==> config.mk <==
export PLATFORM = sky130hd
export DESIGN_NAME = pipe8_hazard_ctrl
export DESIGN_NICKNAME = d
export VERILOG_FILES = /design/src/rtl/pipe8_pkg.sv /design/src/rtl/pipe8_slot_track.sv /design/src/rtl/pipe8_fwd_pick.sv /design/src/rtl/pipe8_ld_use.sv /design/src/rtl/pipe8_miss_ctl.sv /design/src/rtl/pipe8_hazard_ctrl.sv
export SDC_FILE = /design/constraint.sdc
export NUM_CORES = 1
export LEC_CHECK = 0
export ABC_CLOCK_PERIOD_IN_PS = 2600
export BUFFER_PORTS_ARGS = -buffer_cell sky130_fd_sc_hd__buf_2
export CORE_ASPECT_RATIO = 0.8
export CORE_MARGIN = 3
export CORE_UTILIZATION = 45
export DETAILED_ROUTE_END_ITERATION = 10
export GPL_TIMING_DRIVEN = 0
export SYNTH_ARGS = -nofsm -noshare
export SYNTH_HDL_FRONTEND = slang
export SYNTH_SLANG_ARGS = --single-unit
==> constraint.sdc <==
create_clock -name clk -period 2.6 [get_ports clk]
set_input_delay 0.26 -clock clk [delete_from_list [all_inputs] [get_ports clk]]
set_output_delay 0.26 -clock clk [all_outputs]
set_load 0.005 [all_outputs]
==> src/rtl/pipe8_pkg.sv <==
`timescale 1ns/1ps
package pipe8_pkg;
  localparam int REG_IDX_W = 5;
  // tracked slots: X, DF, DS, DC, W (index 0 is the youngest)
  localparam int N_TRACK = 5;
  localparam int IDX_X   = 0;
  localparam int IDX_DF  = 1;
  localparam int IDX_DC  = 3;
  localparam int N_PROD  = N_TRACK - 1;
  localparam int SEL_W   = $clog2(N_PROD + 1);
  // load-use window: loads in X or DF block a dependent in D
  localparam int LU_GAP  = 2;
  // first producer index (0 = DF) allowed to supply load data
  localparam int LOAD_MIN = 1;

  typedef logic [REG_IDX_W-1:0] reg_idx_t;

  typedef struct packed {
    logic     valid;
    logic     wr;
    logic     ld;
    logic     br;
    reg_idx_t rd;
  } slot_t;

  typedef enum logic {ST_RUN = 1'b0, ST_WAIT = 1'b1} miss_st_e;
endpackage

==> src/rtl/pipe8_slot_track.sv <==
`timescale 1ns/1ps
module pipe8_slot_track
  import pipe8_pkg::*;
#(
  parameter int DEPTH = N_TRACK
) (
  input  logic                  clk,
  input  logic                  rst_n,
  input  logic                  advance,
  input  logic                  backup,
  input  slot_t                 x_in,
  input  reg_idx_t              rs1_in,
  input  reg_idx_t              rs2_in,
  input  logic                  u1_in,
  input  logic                  u2_in,
  output slot_t [DEPTH-1:0]     stg,
  output reg_idx_t              x_rs1,
  output reg_idx_t              x_rs2,
  output logic                  x_u1,
  output logic                  x_u2
);
  always_ff @(posedge clk or negedge rst_n) begin
    if (!rst_n) begin
      for (int i = 0; i < DEPTH; i++) stg[i] <= '0;
      x_rs1 <= '0;
      x_rs2 <= '0;
      x_u1  <= 1'b0;
      x_u2  <= 1'b0;
    end else if (advance) begin
      stg[0] <= x_in;
      for (int i = 1; i < DEPTH; i++) stg[i] <= stg[i-1];
      x_rs1 <= rs1_in;
      x_rs2 <= rs2_in;
      x_u1  <= u1_in;
      x_u2  <= u2_in;
    end else if (backup) begin
      // missing instruction stays in DC; write-back receives a bubble
      stg[DEPTH-1] <= '0;
    end
  end
endmodule

==> src/rtl/pipe8_fwd_pick.sv <==
`timescale 1ns/1ps
module pipe8_fwd_pick
  import pipe8_pkg::*;
#(
  parameter int NPROD = N_PROD,
  parameter int LDMIN = LOAD_MIN,
  localparam int SW   = $clog2(NPROD + 1)
) (
  input  reg_idx_t             src,
  input  logic                 use_src,
  input  slot_t [NPROD-1:0]    prod,
  input  logic  [NPROD-1:0]    prod_en,
  output logic  [SW-1:0]       sel
);
  always_comb begin
    sel = '0;
    // oldest first so the youngest match overrides
    for (int i = NPROD - 1; i >= 0; i--) begin
      if (use_src && (src != '0) && prod_en[i] && prod[i].valid &&
          prod[i].wr && (prod[i].rd == src) && !(prod[i].ld && (i < LDMIN)))
        sel = SW'(i + 1);
    end
  end
endmodule

==> src/rtl/pipe8_ld_use.sv <==
`timescale 1ns/1ps
module pipe8_ld_use
  import pipe8_pkg::*;
#(
  parameter int GAP = LU_GAP
) (
  input  reg_idx_t           rs1,
  input  reg_idx_t           rs2,
  input  logic               u1,
  input  logic               u2,
  input  slot_t [GAP-1:0]    older,
  output logic               stall
);
  logic [GAP-1:0] hit;

  for (genvar g = 0; g < GAP; g++) begin : g_win
    assign hit[g] = older[g].valid && older[g].ld && older[g].wr &&
                    (older[g].rd != '0) &&
                    ((u1 && (rs1 == older[g].rd)) || (u2 && (rs2 == older[g].rd)));
  end

  assign stall = |hit;
endmodule

==> src/rtl/pipe8_miss_ctl.sv <==
`timescale 1ns/1ps
module pipe8_miss_ctl
  import pipe8_pkg::*;
(
  input  logic clk,
  input  logic rst_n,
  input  logic dc_miss,
  input  logic dc_has_load,
  input  logic refill_done,
  output logic backup,
  output logic waiting,
  output logic hold_all
);
  miss_st_e st_q, st_d;

  assign backup   = (st_q == ST_RUN) && dc_miss && dc_has_load;
  assign waiting  = (st_q == ST_WAIT);
  assign hold_all = backup || waiting;

  always_comb begin
    st_d = st_q;
    unique case (st_q)
      ST_RUN:  if (backup) st_d = ST_WAIT;
      ST_WAIT: if (refill_done) st_d = ST_RUN;
      default: st_d = ST_RUN;
    endcase
  end

  always_ff @(posedge clk or negedge rst_n) begin
    if (!rst_n) st_q <= ST_RUN;
    else        st_q <= st_d;
  end
endmodule

==> src/rtl/pipe8_hazard_ctrl.sv <==
`timescale 1ns/1ps
module pipe8_hazard_ctrl
  import pipe8_pkg::*;
(
  input  logic                 clk,
  input  logic                 rst_n,
  input  logic                 d_valid,
  output logic                 d_ready,
  input  logic [REG_IDX_W-1:0] d_rd,
  input  logic                 d_wr,
  input  logic [REG_IDX_W-1:0] d_rs1,
  input  logic                 d_use1,
  input  logic [REG_IDX_W-1:0] d_rs2,
  input  logic                 d_use2,
  input  logic                 d_load,
  input  logic                 d_branch,
  input  logic                 br_taken_x,
  input  logic                 dc_miss,
  input  logic                 refill_done,
  output logic                 x_bubble,
  output logic                 hold_all,
  output logic                 dc_backup,
  output logic                 miss_wait,
  output logic                 kill_fetch,
  output logic [SEL_W-1:0]     fwd_a,
  output logic [SEL_W-1:0]     fwd_b
);
  slot_t [N_TRACK-1:0] stg;
  slot_t               x_in;
  reg_idx_t            x_rs1, x_rs2;
  logic                x_u1, x_u2;
  logic                ld_stall;
  logic                take;
  logic [N_PROD-1:0]   prod_en;
  reg_idx_t            op_src [2];
  logic                op_use [2];
  logic [SEL_W-1:0]    op_sel [2];

  pipe8_miss_ctl u_miss (
    .clk        (clk),
    .rst_n      (rst_n),
    .dc_miss    (dc_miss),
    .dc_has_load(stg[IDX_DC].valid && stg[IDX_DC].ld),
    .refill_done(refill_done),
    .backup     (dc_backup),
    .waiting    (miss_wait),
    .hold_all   (hold_all)
  );

  pipe8_ld_use #(.GAP(LU_GAP)) u_lduse (
    .rs1  (d_rs1),
    .rs2  (d_rs2),
    .u1   (d_use1),
    .u2   (d_use2),
    .older(stg[LU_GAP-1:0]),
    .stall(ld_stall)
  );

  assign d_ready  = !hold_all && !ld_stall;
  assign x_bubble = ld_stall && !hold_all;
  assign take     = d_valid && d_ready;

  always_comb begin
    x_in = '0;
    if (take) begin
      x_in.valid = 1'b1;
      x_in.wr    = d_wr;
      x_in.ld    = d_load;
      x_in.br    = d_branch;
      x_in.rd    = d_rd;
    end
  end

  pipe8_slot_track #(.DEPTH(N_TRACK)) u_track (
    .clk    (clk),
    .rst_n  (rst_n),
    .advance(!hold_all),
    .backup (dc_backup),
    .x_in   (x_in),
    .rs1_in (take ? d_rs1 : '0),
    .rs2_in (take ? d_rs2 : '0),
    .u1_in  (take && d_use1),
    .u2_in  (take && d_use2),
    .stg    (stg),
    .x_rs1  (x_rs1),
    .x_rs2  (x_rs2),
    .x_u1   (x_u1),
    .x_u2   (x_u2)
  );

  // producer enables, bit 0 = DF ... bit N_PROD-1 = W; DC data is void while held
  always_comb begin
    prod_en = '1;
    prod_en[IDX_DC - IDX_DF] = !hold_all;
  end

  assign op_src[0] = x_rs1;
  assign op_src[1] = x_rs2;
  assign op_use[0] = x_u1 && stg[IDX_X].valid;
  assign op_use[1] = x_u2 && stg[IDX_X].valid;

  for (genvar k = 0; k < 2; k++) begin : g_op
    pipe8_fwd_pick #(.NPROD(N_PROD), .LDMIN(LOAD_MIN)) u_pick (
      .src    (op_src[k]),
      .use_src(op_use[k]),
      .prod   (stg[N_TRACK-1:IDX_DF]),
      .prod_en(prod_en),
      .sel    (op_sel[k])
    );
  end

  assign fwd_a = op_sel[0];
  assign fwd_b = op_sel[1];

  assign kill_fetch = br_taken_x && stg[IDX_X].valid && stg[IDX_X].br && !hold_all;
endmodule

==> results of run 1 <==
## state kept, by name (all words and copies together), names as in the netlist
register	flops
u_miss.waiting	1
u_track.stg	40
u_track.x_rs1	5
u_track.x_rs2	5
u_track.x_u1	1
u_track.x_u2	1
## cells by family after synthesis
| group | count (synthesis) | share of synthesized area, % |
|---|---|---|
| AO/OA/AOI/OAI | 42 | 10.94 |
| XOR/XNOR | 60 | 18.10 |
| buffers and inverters | 31 | 4.782 |
| flip-flops | 53 | 45.67 |
| AND/OR/NAND/NOR | 132 | 20.51 |
## power by group through the flow
stage	Combinational (µW)	Sequential [µW]	Clock, µW
after CTS	1460	1450	580
after global routing	1610	1520	612
after detailed placement	1460	1440	0
after floorplan	1140	1350	0
after global placement	1430	1430	0
final	1430	1480	563
## worst min-delay path by stage
stage,startpoint,to,cells past startpoint
after floorplan,rst_n,u_miss.waiting,0
after global placement,refill_done,u_miss.waiting,2
after detailed placement,refill_done,u_miss.waiting,2
after CTS,refill_done,u_miss.waiting,2
after global routing,refill_done,u_miss.waiting,2
final,refill_done,u_miss.waiting,2
## per-stage QoR
step	setup TNS (ns)	util, %	instances	hold slack (ns)
after global placement	0	52.58	436	0.4380
after detailed placement	0	52.58	436	0.4516
after floorplan	0	-	318	-0.03559
after global routing	-0.004456	54.80	440	0.1087
after CTS	0	54.64	442	0.1094
final	0	54.80	440	0.1192
## cell usage in the layout, fill, tap and decap left out, types with 2 or more instances in the layout
| master | count |
|---|---|
| sky130_fd_sc_hd__xor2_1 | 11 |
| sky130_fd_sc_hd__nor2_1 | 5 |
| sky130_fd_sc_hd__nor3_1 | 2 |
| sky130_fd_sc_hd__nor4_1 | 3 |
| sky130_fd_sc_hd__nand4_1 | 11 |
| sky130_fd_sc_hd__o21ai_0 | 7 |
| sky130_fd_sc_hd__xnor2_1 | 49 |
| sky130_fd_sc_hd__a22o_1 | 22 |
| sky130_fd_sc_hd__clkbuf_8 | 5 |
| sky130_fd_sc_hd__o21bai_1 | 2 |
| sky130_fd_sc_hd__or4_1 | 6 |
| sky130_fd_sc_hd__nand2_1 | 93 |
| sky130_fd_sc_hd__dfrtp_1 | 52 |
| sky130_fd_sc_hd__clkbuf_1 | 7 |
| sky130_fd_sc_hd__buf_2 | 49 |
| sky130_fd_sc_hd__inv_1 | 5 |
| sky130_fd_sc_hd__o22ai_1 | 2 |
| sky130_fd_sc_hd__nand3_1 | 4 |
| sky130_fd_sc_hd__a21oi_1 | 4 |
## area by class of cell
cell class,count,area share (%)
Buffer,22,3.198
Clock buffer,5,2.069
Clock inverter,2,1.166
Inverter,5,0.5643
Multi-Input combinational cell,234,44.24
Sequential cell,53,39.92
Tap cell,81,3.047
Timing Repair Buffer,38,5.794
## per-layer routing
layer	up-vias	wire [µm]	GRT usage, %
met5	-	0	0
met1	1157	3605	31.20
met3	7	319	3.585
met2	38	3159	31.02
met4	0	59	4.261
li1	1140	-	-
## synthesized netlist by cell type, types with 6 or more instances
cell,count,share of area [%]
sky130_fd_sc_hd__a22o_1,22,6.6
sky130_fd_sc_hd__o21ai_0,7,1.2
sky130_fd_sc_hd__xor2_1,11,3.3
sky130_fd_sc_hd__nand4_1,11,2.4
sky130_fd_sc_hd__nand2_1,93,12
sky130_fd_sc_hd__dfrtp_1,53,46
sky130_fd_sc_hd__clkbuf_1,12,1.6
sky130_fd_sc_hd__xnor2_1,49,15
sky130_fd_sc_hd__buf_2,12,2.1
sky130_fd_sc_hd__or4_1,6,1.6
## worst register-to-register path, cell delays in order (launching register included)
cell                       delay [ns]
sky130_fd_sc_hd__dfrtp_1         0.37
sky130_fd_sc_hd__buf_2           0.19
sky130_fd_sc_hd__xnor2_1         0.16
sky130_fd_sc_hd__nand4_1         0.10
sky130_fd_sc_hd__o22ai_1         0.13
sky130_fd_sc_hd__a221oi_1        0.46
sky130_fd_sc_hd__buf_2           0.32
sky130_fd_sc_hd__a22o_1          0.16
## repair_timing
action | 4_1_cts | 5_1_grt
buffers inserted | 1 | 0
hold endpoints to repair | 0 | 0
gates resized for setup | 3 | 5
pin swaps | 2 | 0
endpoints found under the setup margin | 5 | 8
==> metrics.txt, run 1 <==
status=completed; sequential share of power=42.6%; type of the worst setup path=reg -> out; pwr dens=1042 nW/µm²; total number of H-tree levels=2; Pins Over Slew Limit=0; worst-skew pair later-pin latency=0.31 ns; Top Ports=38; data required time of the worst path=2.34 ns; clk root buf=sky130_fd_sc_hd__clkbuf_8; setup repair after global routing missed its margin=yes; mean area per synthesized cell=9.132 µm²; Switching Share=40.54%; mapped cell area=2904 µm²; startpoint of the most critical setup path=u_track.x_rs2[2]; crit path capture=fwd_b[2]; final hold violation count=0; share of async-settable or async-resettable flops after synthesis=100.0%; part of the power in the clock network=16.3%; Leak Pwr=0.001579 µW; clock sink count=53; # port buffers=37; Total Routing Usage GR=20.69%; register bit total from synthesis=53; min-delay worst type=in -> reg; number of distinct standard cells referenced by the synthesized netlist=31; final wirelength=7.144 mm; Placement Rows=25; Diodes inserted=0; Post-DRT Antenna Nets=0; Switching Power=1405 µW; Layout Skew=0.009773 ns; number of setup violations in the final report=0; Max-Slew Margin vs Limit=19.12%; combinational group share of total power=41.2%; Clock Path Buffers=2; Vias per Instance=5.323; Tcrit/Tclk final=97.03%; number of logic stages on the critical path including buffering=6; count of hold buffers inserted by post-cts repair=0; part of the Yosys area used for sequential elements=45.67%; reg-to-reg critical path startpoint=u_track.stg[9]; multi-input gate area in the final layout=1471 µm²; most frequent cell on the critical path=sky130_fd_sc_hd__buf_2; die area=7459 µm²; number of nets produced by synthesis=344; worst-path maximum fanout=6; Synth warnings=0; Buf+Inv Stages, Crit Path=2; Final GP Congestion=0.8387; smallest setup slack after layout=0.07731 ns; most used flip-flop cell after synthesis=sky130_fd_sc_hd__dfrtp_1; Initial Utilization=47.86%; power after layout=3465 µW; reg-to-reg endpoint=u_track.stg[1]; series of cell instances along the critical path=buf_2, xor2_1, or4_1, or4_4, and3_1, buf_2; fin crit period=2.523 ns; detailed placer's ending HPWL=5.273 mm; maximum operating frequency=396.4 MHz; number of synthesized flops with an enable pin=0; kind of launch point of the worst setup path=flop; master of the slowest instance on the critical path=sky130_fd_sc_hd__or4_1; P_int=2061 µW; clock-pin slew of the registers on the worst-case setup and hold paths=0.10 ns; share of final-layout standard cells stronger than drive strength 1=18.66%; max-capacitance violation count=0; vias in the first global route=2360; Worst setup EP type=primary output; Crit path arrival time=2.26 ns; placeable core region=6068 µm²; first-pass GRT wire length=11.92 mm; clock tree from TritonCTS=built; sequential standard cell area=1328 µm²; minimum setup slack among reg-to-reg paths=0.66 ns; crit-path leading delay family=simple AND/OR/NAND/NOR gates; maximum ir drop on the vdd rail=475.9 µV; antenna violations before repair=0; worst-case setup slack after placement=0.1546 ns; area delta synth->final=14.52%; Post-Syn Instances=318; drt first pass iters=4; wire length per cell after detailed routing=16.24 µm; detailed router's first-iteration violation count=106; total overflow reported by the global router=0; post-route DRC violation count=0; number of fill cells in the layout=580; area of placed instances=3191 µm²; length in cells of the worst reg-to-reg path=7; Num CTS Buffers=5; fin area=3326 µm²; maximum number of pins on one net before global-route repair=54; Crit path largest cell delay=0.50 ns; vertical die dimension=77.85 µm; horizontal die dimension=95.82 µm; nets@finish=385; number of vias after detailed routing=2342; actual transition at the worst max-transition pin=1.213 ns
Power figures use the tool's default switching activity.
==> inputs of run 2 (changes only) <==
- MAX_ROUTING_LAYER: unset -> met4
- SKIP_CTS_REPAIR_TIMING: unset -> 1
==> run 2 against run 1 <==
  * The flow now finishes with violations (negative setup slack)
  * Critical path depth up 1
  * First-iteration DRC count grew 25%
  * Clock power about the same
  * Setup slack lost 0.083 ns
  * Die area did not move
  * Clock skew is 0.00066 ns higher
  * Sequential cell count stayed put
  * Largest power group unchanged
  * Highest routed layer unchanged
==> metrics.txt, run 2 (synthesis results as in run 1) <==
failing checks=negative setup slack; Crit path arrival time=2.35 ns (was 2.26 ns); fin crit period=2.606 ns (was 2.523 ns); sequential standard cell area=1326 µm² (was 1328 µm²); pwr dens=1037 nW/µm² (was 1042 nW/µm²); Final GP Congestion=0.8517 (was 0.8387); Pins Over Slew Limit=0 (unchanged); Clock Path Buffers=2 (unchanged); maximum ir drop on the vdd rail=479.3 µV (was 475.9 µV); Post-DRT Antenna Nets=0 (unchanged); Initial Utilization=47.86% (unchanged); drt first pass iters=4 (unchanged); Placement Rows=25 (unchanged); clock sink count=53 (unchanged); final hold violation count=0 (unchanged); wire length per cell after detailed routing=16.23 µm (was 16.24 µm); total number of H-tree levels=2 (unchanged); Layout Skew=0.01043 ns (was 0.009773 ns); Vias per Instance=5.370 (was 5.323); Tcrit/Tclk final=100.2% (was 97.03%); top library cells by usage in the layout, fill and taps aside=sky130_fd_sc_hd__nand2_1 (93), sky130_fd_sc_hd__dfrtp_1 (53), sky130_fd_sc_hd__xnor2_1 (49) (was sky130_fd_sc_hd__nand2_1 (93), sky130_fd_sc_hd__dfrtp_1 (52), sky130_fd_sc_hd__buf_2 (49), sky130_fd_sc_hd__xnor2_1 (49), sky130_fd_sc_hd__a22o_1 (22)); Leak Pwr=0.001590 µW (was 0.001579 µW); post-route DRC violation count=0 (unchanged); sum of negative setup slack=-0.005571 ns (was 0 ns); length in cells of the worst reg-to-reg path=7 (unchanged); min-delay worst type=in -> reg (unchanged); Num CTS Buffers=5 (unchanged); status=finished, violations left (was completed); final wirelength=7.190 mm (was 7.144 mm); area delta synth->final=15.60% (was 14.52%); clk root buf=sky130_fd_sc_hd__clkbuf_8 (unchanged); total overflow reported by the global router=0 (unchanged); worst-skew pair later-pin latency=0.31 ns (about the same); nets@finish=388 (was 385); maximum operating frequency=383.8 MHz (was 396.4 MHz); worst-case setup slack after placement=0.1546 ns (unchanged); share of final-layout standard cells stronger than drive strength 1=19.06% (was 18.66%); clock-pin slew of the registers on the worst-case setup and hold paths=0.10 ns (about the same); Worst setup EP type=primary output (unchanged); Biggest register=u_track.stg (unchanged); Total Routing Usage GR=21.09% (was 20.69%); Max-Slew Margin vs Limit=19.35% (was 19.12%); max-capacitance violation count=0 (unchanged); Diodes inserted=0 (unchanged); setup repair after global routing missed its margin=yes (unchanged); type of the worst setup path=reg -> out (unchanged); number of setup violations in the final report=1 (was 0); smallest setup slack after layout=-0.005571 ns (was 0.07731 ns); die area=7459 µm² (unchanged); worst hold stages=2 (unchanged); maximum number of pins on one net before global-route repair=54 (unchanged); detailed placer's ending HPWL=5.273 mm (unchanged); horizontal die dimension=95.82 µm (unchanged); most common cell after layout, fill and taps aside=sky130_fd_sc_hd__nand2_1 (unchanged); kind of launch point of the worst setup path=flop (unchanged); number of vias after detailed routing=2379 (was 2342); actual transition at the worst max-transition pin=1.210 ns (was 1.213 ns); data required time of the worst path=2.34 ns (about the same); clock tree from TritonCTS=built (unchanged); vertical die dimension=77.85 µm (unchanged); antenna violations before repair=0 (unchanged); worst-path maximum fanout=5 (was 6); # port buffers=37 (unchanged); vias in the first global route=2326 (was 2360); first-pass GRT wire length=11.81 mm (was 11.92 mm); multi-input gate area in the final layout=1476 µm² (was 1471 µm²); number of fill cells in the layout=574 (was 580); placeable core region=6068 µm² (unchanged); max reg flops=40 (unchanged); detailed router's first-iteration violation count=132 (was 106); Top Ports=38 (unchanged); Regs by FF count=u_track.stg (40), u_track.x_rs1 (5), u_track.x_rs2 (5) (unchanged)
## run 2: path summary, 6_finish.rpt
kind                                          to  slack, ns       startpoint
worst min register to register   u_track.stg[33]       0.49  u_track.stg[24]
worst min-delay path              u_miss.waiting       0.12      refill_done
worst max register to register    u_track.stg[1]       0.64  u_track.stg[12]
worst max-delay path                    fwd_b[2]     -0.006   u_miss.waiting
max in group asynchronous       u_track.x_rs2[0]       1.67            rst_n
min in group asynchronous        u_track.stg[39]       0.19            rst_n
## run 2: where the power goes
| group | total [µW] | internal [µW] | switching [µW] |
|---|---|---|---|
| sequential | 1480 | 1120 | 356 |
| combinational | 1440 | 667 | 774 |
| clock | 563 | 286 | 277 |
## run 2: cell type report
| class | instances | share of cell area (%) |
|---|---|---|
| clock buffers | 5 | 2.050 |
| well taps | 81 | 3.019 |
| inverters | 5 | 0.5591 |
| multi-input cells | 234 | 43.98 |
| flip-flops and latches | 53 | 39.51 |
| plain buffers | 22 | 3.131 |
| clock inverters | 2 | 1.155 |
| repair buffers | 41 | 6.597 |
## run 2: critical path, stage by stage, from the launching register on
cell and delay [ns]:
sky130_fd_sc_hd__dfrtp_1 0.40, sky130_fd_sc_hd__buf_6 0.14, sky130_fd_sc_hd__nor2b_4 0.12, sky130_fd_sc_hd__nand3_2 0.11
sky130_fd_sc_hd__or4_1 0.54, sky130_fd_sc_hd__or4_4 0.45, sky130_fd_sc_hd__and3_4 0.19, sky130_fd_sc_hd__buf_6 0.11
## run 2: per-stage QoR
stage	cells	util (%)	hold slack (ns)	area (µm²)	power [µW]
detailed placement	436	52.58	0.4516	3191	2898
global placement	436	52.58	0.4380	3191	2859
global route	443	55.32	0.1069	3357	3764
finish	443	55.32	0.1173	3357	3481
floorplan	318	-	-0.03559	2904	2483
CTS	443	54.35	0.1094	3298	3467
## run 2: per-layer routing
| metal | vias to the layer above | share of wire (%) | GRT usage, % |
|---|---|---|---|
| met5 | - | 0 | - |
| met4 | 0 | 0.63 | 4.261 |
| met3 | 5 | 3.8 | 3.585 |
| met2 | 40 | 45 | 30.19 |
| met1 | 1184 | 50 | 31.44 |
| li1 | 1150 | - | - |
